$ cat src/rtl/rcpe_pkg.sv
package rcpe_pkg;
    localparam int WORD_W     = 32;
    localparam int FRAC_W     = 23;
    localparam int WEXP_W     = 10;
    localparam int DIV_W      = 13;
    localparam int QUO_W      = 16;
    localparam int CNT_W      = 5;
    localparam int FLAG_W     = 5;
    localparam int NORM_ITERS = 20;
    localparam int HP_ITERS   = 27;
    localparam int EXP_ANCHOR = 253;

    localparam int FL_INV = 0;
    localparam int FL_DBZ = 1;
    localparam int FL_OVF = 2;
    localparam int FL_UNF = 3;
    localparam int FL_INX = 4;

    localparam logic [WORD_W-1:0] DEF_QNAN = 32'h7FC0_0000;
    localparam logic [WORD_W-2:0] INF_MAG  = 31'h7F80_0000;
    localparam logic [WORD_W-2:0] MAXN_MAG = 31'h7F7F_FFFF;

    typedef enum logic [1:0] {
        RND_NEAREST = 2'd0,
        RND_POS     = 2'd1,
        RND_NEG     = 2'd2,
        RND_ZERO    = 2'd3
    } rnd_mode_e;
endpackage

$ cat src/rtl/rcpe_classify.sv
module rcpe_classify
    import rcpe_pkg::*;
(
    input  logic [WORD_W-1:0] op,
    input  logic [1:0]        rmode,
    input  logic              ftz,
    input  logic              dnan,
    input  logic              hiprec,
    output logic              special,
    output logic [WORD_W-1:0] spec_res,
    output logic [FLAG_W-1:0] spec_flags,
    output logic [WEXP_W-1:0] wexp,
    output logic [DIV_W-1:0]  divisor
);
    logic              sgn;
    logic [7:0]        ex;
    logic [FRAC_W-1:0] fr;
    logic [10:0]       top11;
    logic              to_inf;

    always_comb begin
        sgn = op[31];
        ex  = op[30:23];
        fr  = op[22:0];
        if (ftz && ex == 8'd0) begin
            fr = '0;
        end

        case (rnd_mode_e'(rmode))
            RND_NEAREST: to_inf = 1'b1;
            RND_POS:     to_inf = !sgn;
            RND_NEG:     to_inf = sgn;
            default:     to_inf = 1'b0;
        endcase

        special    = 1'b1;
        spec_res   = '0;
        spec_flags = '0;
        if (ex == 8'hFF && fr != '0) begin
            spec_flags[FL_INV] = !fr[22];
            spec_res = dnan ? DEF_QNAN : {op[31:23], 1'b1, fr[21:0]};
        end else if (ex == 8'hFF) begin
            spec_res = {sgn, 31'd0};
        end else if (ex == 8'd0 && fr == '0) begin
            spec_flags[FL_DBZ] = 1'b1;
            spec_res = {sgn, INF_MAG};
        end else if (ex == 8'd0 && fr[22:21] == 2'b00) begin
            spec_flags[FL_OVF] = 1'b1;
            spec_flags[FL_INX] = 1'b1;
            spec_res = {sgn, to_inf ? INF_MAG : MAXN_MAG};
        end else if (ftz && ex >= 8'(EXP_ANCHOR)) begin
            spec_flags[FL_UNF] = 1'b1;
            spec_res = {sgn, 31'd0};
        end else begin
            special = 1'b0;
        end

        // normalise: leading fraction bits after the subnormal shift
        if (ex == 8'd0) begin
            if (!fr[22]) begin
                wexp  = '1;
                top11 = fr[20:10];
            end else begin
                wexp  = '0;
                top11 = fr[21:11];
            end
        end else begin
            wexp  = {2'b00, ex};
            top11 = fr[22:12];
        end

        divisor = hiprec ? {1'b1, top11, 1'b1}
                         : {3'b000, 1'b1, top11[10:3], 1'b1};
    end
endmodule

$ cat src/rtl/rcpe_divider.sv
module rcpe_divider #(
    parameter int DW = 13,
    parameter int QW = 16,
    parameter int CW = 5
) (
    input  logic          clk,
    input  logic          rst_n,
    input  logic          load,
    input  logic [CW-1:0] iters,
    input  logic [DW-1:0] divisor,
    output logic          valid,
    output logic [QW-1:0] quot
);
    localparam int TW = DW + 1;

    typedef struct packed {
        logic          run;
        logic          first;
        logic [CW-1:0] cnt;
        logic [DW-1:0] dvs;
        logic [DW-1:0] rem;
        logic [QW-1:0] quo;
        logic          fin;
    } dv_t;

    dv_t         dv_q, dv_d;
    logic [TW-1:0] trial;

    always_comb begin
        dv_d     = dv_q;
        dv_d.fin = 1'b0;
        trial    = {dv_q.rem, dv_q.first};
        if (load) begin
            dv_d.run   = 1'b1;
            dv_d.first = 1'b1;
            dv_d.cnt   = iters;
            dv_d.dvs   = divisor;
            dv_d.rem   = '0;
            dv_d.quo   = '0;
        end else if (dv_q.run) begin
            if (trial >= {1'b0, dv_q.dvs}) begin
                dv_d.rem = DW'(trial - {1'b0, dv_q.dvs});
                dv_d.quo = {dv_q.quo[QW-2:0], 1'b1};
            end else begin
                dv_d.rem = trial[DW-1:0];
                dv_d.quo = {dv_q.quo[QW-2:0], 1'b0};
            end
            dv_d.first = 1'b0;
            dv_d.cnt   = dv_q.cnt - 1'b1;
            if (dv_q.cnt == CW'(1)) begin
                dv_d.run = 1'b0;
                dv_d.fin = 1'b1;
            end
        end
    end

    always_ff @(posedge clk or negedge rst_n) begin
        if (!rst_n) dv_q <= '0;
        else        dv_q <= dv_d;
    end

    assign valid = dv_q.fin;
    assign quot  = dv_q.quo;

    // a new divide is never loaded over one in flight
    a_r12_no_reload: assert property (@(posedge clk) disable iff (!rst_n)
        load |-> !dv_q.run);
    // completion of the divide is a single-cycle event
    a_r12_fin_single: assert property (@(posedge clk) disable iff (!rst_n)
        valid |=> !valid);
endmodule

$ cat src/rtl/rcpe_pack.sv
module rcpe_pack
    import rcpe_pkg::*;
(
    input  logic [QUO_W-1:0]  quot,
    input  logic              hp,
    input  logic              sgn,
    input  logic [WEXP_W-1:0] wexp,
    output logic [QUO_W-1:0]  est,
    output logic [WORD_W-1:0] res
);
    logic [WEXP_W-1:0] rexp;
    logic [FRAC_W-1:0] frac;
    logic [7:0]        eo;

    always_comb begin
        est  = QUO_W'(({1'b0, quot} + 1'b1) >> 1);
        frac = hp ? {est[11:0], 11'd0} : {est[7:0], 15'd0};
        rexp = WEXP_W'(EXP_ANCHOR) - wexp;
        if (rexp == '0) begin
            frac = {1'b1, frac[22:1]};
            eo   = 8'd0;
        end else if (rexp == '1) begin
            frac = {2'b01, frac[22:2]};
            eo   = 8'd0;
        end else begin
            eo   = rexp[7:0];
        end
        res = {sgn, eo, frac};
    end
endmodule

$ cat src/rtl/recip_est_unit.sv
module recip_est_unit
    import rcpe_pkg::*;
(
    input  logic              clk,
    input  logic              rst_n,
    input  logic              start,
    input  logic [WORD_W-1:0] operand,
    input  logic [1:0]        rmode,
    input  logic              ftz,
    input  logic              dnan,
    input  logic              hiprec,
    output logic              busy,
    output logic              done,
    output logic [WORD_W-1:0] result,
    output logic [FLAG_W-1:0] flags
);
    typedef struct packed {
        logic              run;
        logic              sgn;
        logic [WEXP_W-1:0] wexp;
        logic              hp;
        logic [WORD_W-1:0] res;
        logic [FLAG_W-1:0] flg;
        logic              done;
    } st_t;

    st_t st_q, st_d;

    logic              c_special;
    logic [WORD_W-1:0] c_res;
    logic [FLAG_W-1:0] c_flags;
    logic [WEXP_W-1:0] c_wexp;
    logic [DIV_W-1:0]  c_divisor;
    logic              div_load;
    logic              div_valid;
    logic [QUO_W-1:0]  div_quot;
    logic [CNT_W-1:0]  div_iters;
    logic [QUO_W-1:0]  p_est;
    logic [WORD_W-1:0] p_res;

    rcpe_classify u_classify (
        .op(operand), .rmode(rmode), .ftz(ftz), .dnan(dnan), .hiprec(hiprec),
        .special(c_special), .spec_res(c_res), .spec_flags(c_flags),
        .wexp(c_wexp), .divisor(c_divisor)
    );

    assign div_iters = hiprec ? CNT_W'(HP_ITERS) : CNT_W'(NORM_ITERS);

    rcpe_divider #(.DW(DIV_W), .QW(QUO_W), .CW(CNT_W)) u_divider (
        .clk(clk), .rst_n(rst_n), .load(div_load), .iters(div_iters),
        .divisor(c_divisor), .valid(div_valid), .quot(div_quot)
    );

    rcpe_pack u_pack (
        .quot(div_quot), .hp(st_q.hp), .sgn(st_q.sgn), .wexp(st_q.wexp),
        .est(p_est), .res(p_res)
    );

    always_comb begin
        st_d      = st_q;
        st_d.done = 1'b0;
        div_load  = 1'b0;
        if (!st_q.run && start) begin
            if (c_special) begin
                st_d.res  = c_res;
                st_d.flg  = c_flags;
                st_d.done = 1'b1;
            end else begin
                st_d.run  = 1'b1;
                st_d.sgn  = operand[31];
                st_d.wexp = c_wexp;
                st_d.hp   = hiprec;
                div_load  = 1'b1;
            end
        end
        if (st_q.run && div_valid) begin
            st_d.res  = p_res;
            st_d.flg  = '0;
            st_d.done = 1'b1;
            st_d.run  = 1'b0;
        end
    end

    always_ff @(posedge clk or negedge rst_n) begin
        if (!rst_n) st_q <= '0;
        else        st_q <= st_d;
    end

    assign busy   = st_q.run;
    assign done   = st_q.done;
    assign result = st_q.res;
    assign flags  = st_q.flg;

    // divide-by-zero always comes with an infinite magnitude
    a_r2_dbz_inf: assert property (@(posedge clk) disable iff (!rst_n)
        (done && flags[FL_DBZ]) |-> (result[30:0] == INF_MAG));
    // overflow and inexact are raised together
    a_r5_ovf_inexact: assert property (@(posedge clk) disable iff (!rst_n)
        done |-> (flags[FL_OVF] == flags[FL_INX]));
    // underflow always returns a zero magnitude
    a_r6_unf_zero: assert property (@(posedge clk) disable iff (!rst_n)
        (done && flags[FL_UNF]) |-> (result[30:0] == 31'd0));
    // the rounded quotient of the normal core stays in 256..511
    a_r8_est_range: assert property (@(posedge clk) disable iff (!rst_n)
        (st_q.run && div_valid && !st_q.hp) |-> (p_est >= 16'd256 && p_est <= 16'd511));
    // the rounded quotient of the wide core stays in 4096..8191
    a_r9_est_range: assert property (@(posedge clk) disable iff (!rst_n)
        (st_q.run && div_valid && st_q.hp) |-> (p_est >= 16'd4096 && p_est <= 16'd8191));
    // every done follows an accepted start or a finished divide
    a_r12_done_cause: assert property (@(posedge clk) disable iff (!rst_n)
        done |-> ($past(start && !busy) || $past(div_valid)));
endmodule

$ cat config.mk
export PLATFORM = sky130hd
export DESIGN_NAME = recip_est_unit
export DESIGN_NICKNAME = d
export VERILOG_FILES = /design/src/rtl/rcpe_pkg.sv /design/src/rtl/rcpe_classify.sv /design/src/rtl/rcpe_divider.sv /design/src/rtl/rcpe_pack.sv /design/src/rtl/recip_est_unit.sv
export SDC_FILE = /design/constraint.sdc
export NUM_CORES = 1
export LEC_CHECK = 0
export BUFFER_PORTS_ARGS = -buffer_cell sky130_fd_sc_hd__clkbuf_2
export CAP_MARGIN = 20
export CORE_MARGIN = 4
export CORE_UTILIZATION = 50
export CTS_BUF_LIST = sky130_fd_sc_hd__clkbuf_8
export DETAILED_ROUTE_END_ITERATION = 10
export GPL_ROUTABILITY_DRIVEN = 0
export PLACE_DENSITY = 0.68
export SLEW_MARGIN = 30
export SYNTH_ARGS = -nofsm -noshare
export SYNTH_HDL_FRONTEND = slang
export SYNTH_HIERARCHICAL = 1
export SYNTH_SLANG_ARGS = --single-unit
$ cat constraint.sdc
create_clock -name clk -period 6.3 [get_ports clk]
set_input_delay 0.63 -clock clk [delete_from_list [all_inputs] [get_ports clk]]
set_output_delay 0.63 -clock clk [all_outputs]
set_load 0.005 [all_outputs]
==> summary.txt <==
Outcome
  – Result of the run: finished, final reports clean

Die
  – Rows: 45
  – Area of the placeable core: 0.0153 sq mm
  – Die Span Y: 133 microns
  – DIE WIDTH: 133 microns
  – Area of the die: 0.0178 sq mm
  – Initial core utilization: 51.4%
  – Boundary pin count: 79

Yosys
  – Total number of yosys warnings: 6
  – Cell area after synthesis: 0.00787 sq mm
  – Cell count after synthesis: 857
  – Per-instance average area after synthesis: 9.18 sq um

Drt
  – Remaining DRCs: 0
  – 1st-pass router iterations: 6
  – Drt wl/cell: 18.1 microns
  – Via count of the routed design: 6245
  – Antenna Violating Nets Remaining: 0
  – Detailed Route Iter0 Violations: 621
  – Post-DR vias/cell: 5.94
  – Post-Route WL: 19.0 mm

Critical path
  – Crit path arrival time: 3.36 ns
  – Chain of cells forming the critical path: clkbuf_2, nor2_1, nor2_1, o2bb2ai_2, buf_4, nor3b_4, buf_4, nor2_1, a32oi_1, o31ai_1
  – Sort of element at the end of the critical path: flip-flop
  – Worst R2R Path Depth: 10
  – Crit path top cell by count: sky130_fd_sc_hd__nor2_1
  – Setup crit start kind: input pin
  – Maximum fanout encountered on the critical timing path: 40
  – Slowest library cell on the worst path: sky130_fd_sc_hd__nor3b_4
  – Crit path buffers/inverters: 3
  – Required time of the critical path: 6.53 ns
  – Number of stages on the worst setup path: 10
  – Startpoint-to-endpoint class of the critical path: in2reg
  – Kind of cell adding the most delay to the critical path: simple AND/OR/NAND/NOR gates
  – Peak per-stage delay on the critical path: 0.69 ns

GRT
  – GRT Resource Usage Total: 20.9%
  – Wire length of the first global-routing pass: 30.4 mm
  – GR Overflow Total: 0
  – Vias in the first global route: 5704
  – Number of antenna violations at the first check in global routing: 0
  – Pin count of the biggest net entering global routing: 75

CTS
  – Clock-pin slew of the registers on the worst-case setup and hold paths: 0.09 ns
  – Inserted Clock Buffers: 9
  – Max H-tree Level: 3
  – # Post-CTS Setup Buffers: 0
  – Count of cells resized by post-cts repair: 0
  – Clock Latency Late Sink: 0.38 ns
  – Clock Tree Buf Depth: 2
  – Root buf cell: sky130_fd_sc_hd__clkbuf_8
  – TritonCTS clock tree: built
  – Total clock sinks: 98
  – CTS Hold Buffers Added: 0

Placement
  – Detailed placer's ending HPWL: 13.6 mm
  – Dpl cell area: 0.00778 sq mm
  – Number of port buffers: 78

Final layout
  – Net count reported at finish: 893
  – Area used by multi-input combinational logic: 0.00451 sq mm
  – Fraction of final layout cells with drive strength greater than 1: 19.2%
  – Finished Cell Area: 0.00799 sq mm
  – Final core area utilization: 52.2%
  – Antenna cell count: 0
  – Area delta synth->final: 1.54%
  – Fill cell instance count of the final layout: 1497
  – Area taken by flip-flops and latches: 0.00246 sq mm

Timing
  – Worst hold margin: 0.230 ns
  – Post-layout minimum cycle time: 3.12 ns
  – Max Slew Vio Count: 0
  – Relative max-transition margin: 35.3%
  – Setup violators final: 0
  – Maximum clock frequency: 320 MHz
  – Period utilisation layout: 49.6%
  – RSZ-0062 raised after global routing: false
  – Number of hold violations in the final report: 0
  – Clk_skew: 0.0119 ns
  – Worst slew pin tran: 0.970 ns
  – TNS Setup: 0 ns

Worst hold path
  – Tightest Hold Check Type: in2async

Power and ir drop
  – Overall power: 3540 uW
  – Maximum VDD drop: 0.301 mV
  – Pleak: 0.00380 uW
  – Power density cells: 443 mW/mm^2

Flow run
  – Number of maximum-capacitance constraint violations: 0
## per-stage QoR
stage | cells | setup WS [ns]
after global placement | 1034 | 2.92
after detailed placement | 1035 | 2.81
after CTS | 1051 | 3.24
after floorplan | 865 | 3.59
final | 1051 | 3.18
after global routing | 1051 | 2.98
## power by group
| group | leakage (uW) | internal [uW] | switching, uW | total [uW] |
|---|---|---|---|---|
| logic | 0.00245 | 885 | 997 | 1880 |
| registers | 0.00125 | 895 | 330 | 1230 |
| clock network | 0.000106 | 196 | 234 | 430 |
| total | 0.00380 | 1980 | 1560 | 3540 |
## registers in the layout (all words and copies together) (netlist names)
register and count:
flags 5, done 1, u_divider/quot 13, u_divider/dv_q 33
busy 1, st_q 12, result 32, u_divider/valid 1
## worst paths after layout
kind	start	to	slack, ns
setup / recovery	operand[22]	u_divider/dv_q[24]	3.18
hold / removal	rst_n	u_divider/dv_q[42]	0.23
setup reg to reg	u_divider/dv_q[48]	u_divider/dv_q[18]	3.24
hold reg to reg	u_divider/dv_q[48]	u_divider/dv_q[48]	0.52
max in group asynchronous	rst_n	busy	4.87
min in group clk	u_divider/dv_q[48]	u_divider/dv_q[48]	0.52
## per-layer routing
metal  part of all wire (%)  up-vias  GRT usage (%)
met5                      0        -              0
li1                       -     3022              -
met1                     49     3013           32.0
met2                     44      194           31.0
met4                    1.2        0           5.49
met3                    6.0       16           3.02
## layout by cell type, fill, tap and decap left out, types with 30 or more instances in the layout
cell	instances
sky130_fd_sc_hd__dfrtp_1	96
sky130_fd_sc_hd__nand2_1	78
sky130_fd_sc_hd__and4b_1	33
sky130_fd_sc_hd__a21oi_1	35
sky130_fd_sc_hd__inv_1	30
sky130_fd_sc_hd__and3_1	37
sky130_fd_sc_hd__mux2i_1	50
sky130_fd_sc_hd__nor2_1	57
sky130_fd_sc_hd__a311o_1	32
sky130_fd_sc_hd__clkbuf_2	77
## area by class of cell
| class | instances | area share, % |
|---|---|---|
| Clock buffer | 10 | 1.72 |
| Sequential cell | 98 | 30.8 |
| Inverter | 29 | 1.36 |
| Tap cell | 211 | 3.30 |
| Timing Repair Buffer | 85 | 5.62 |
| Multi-Input combinational cell | 612 | 56.4 |
| Clock inverter | 6 | 0.830 |
No activity file was read; power rests on OpenSTA's default activity.
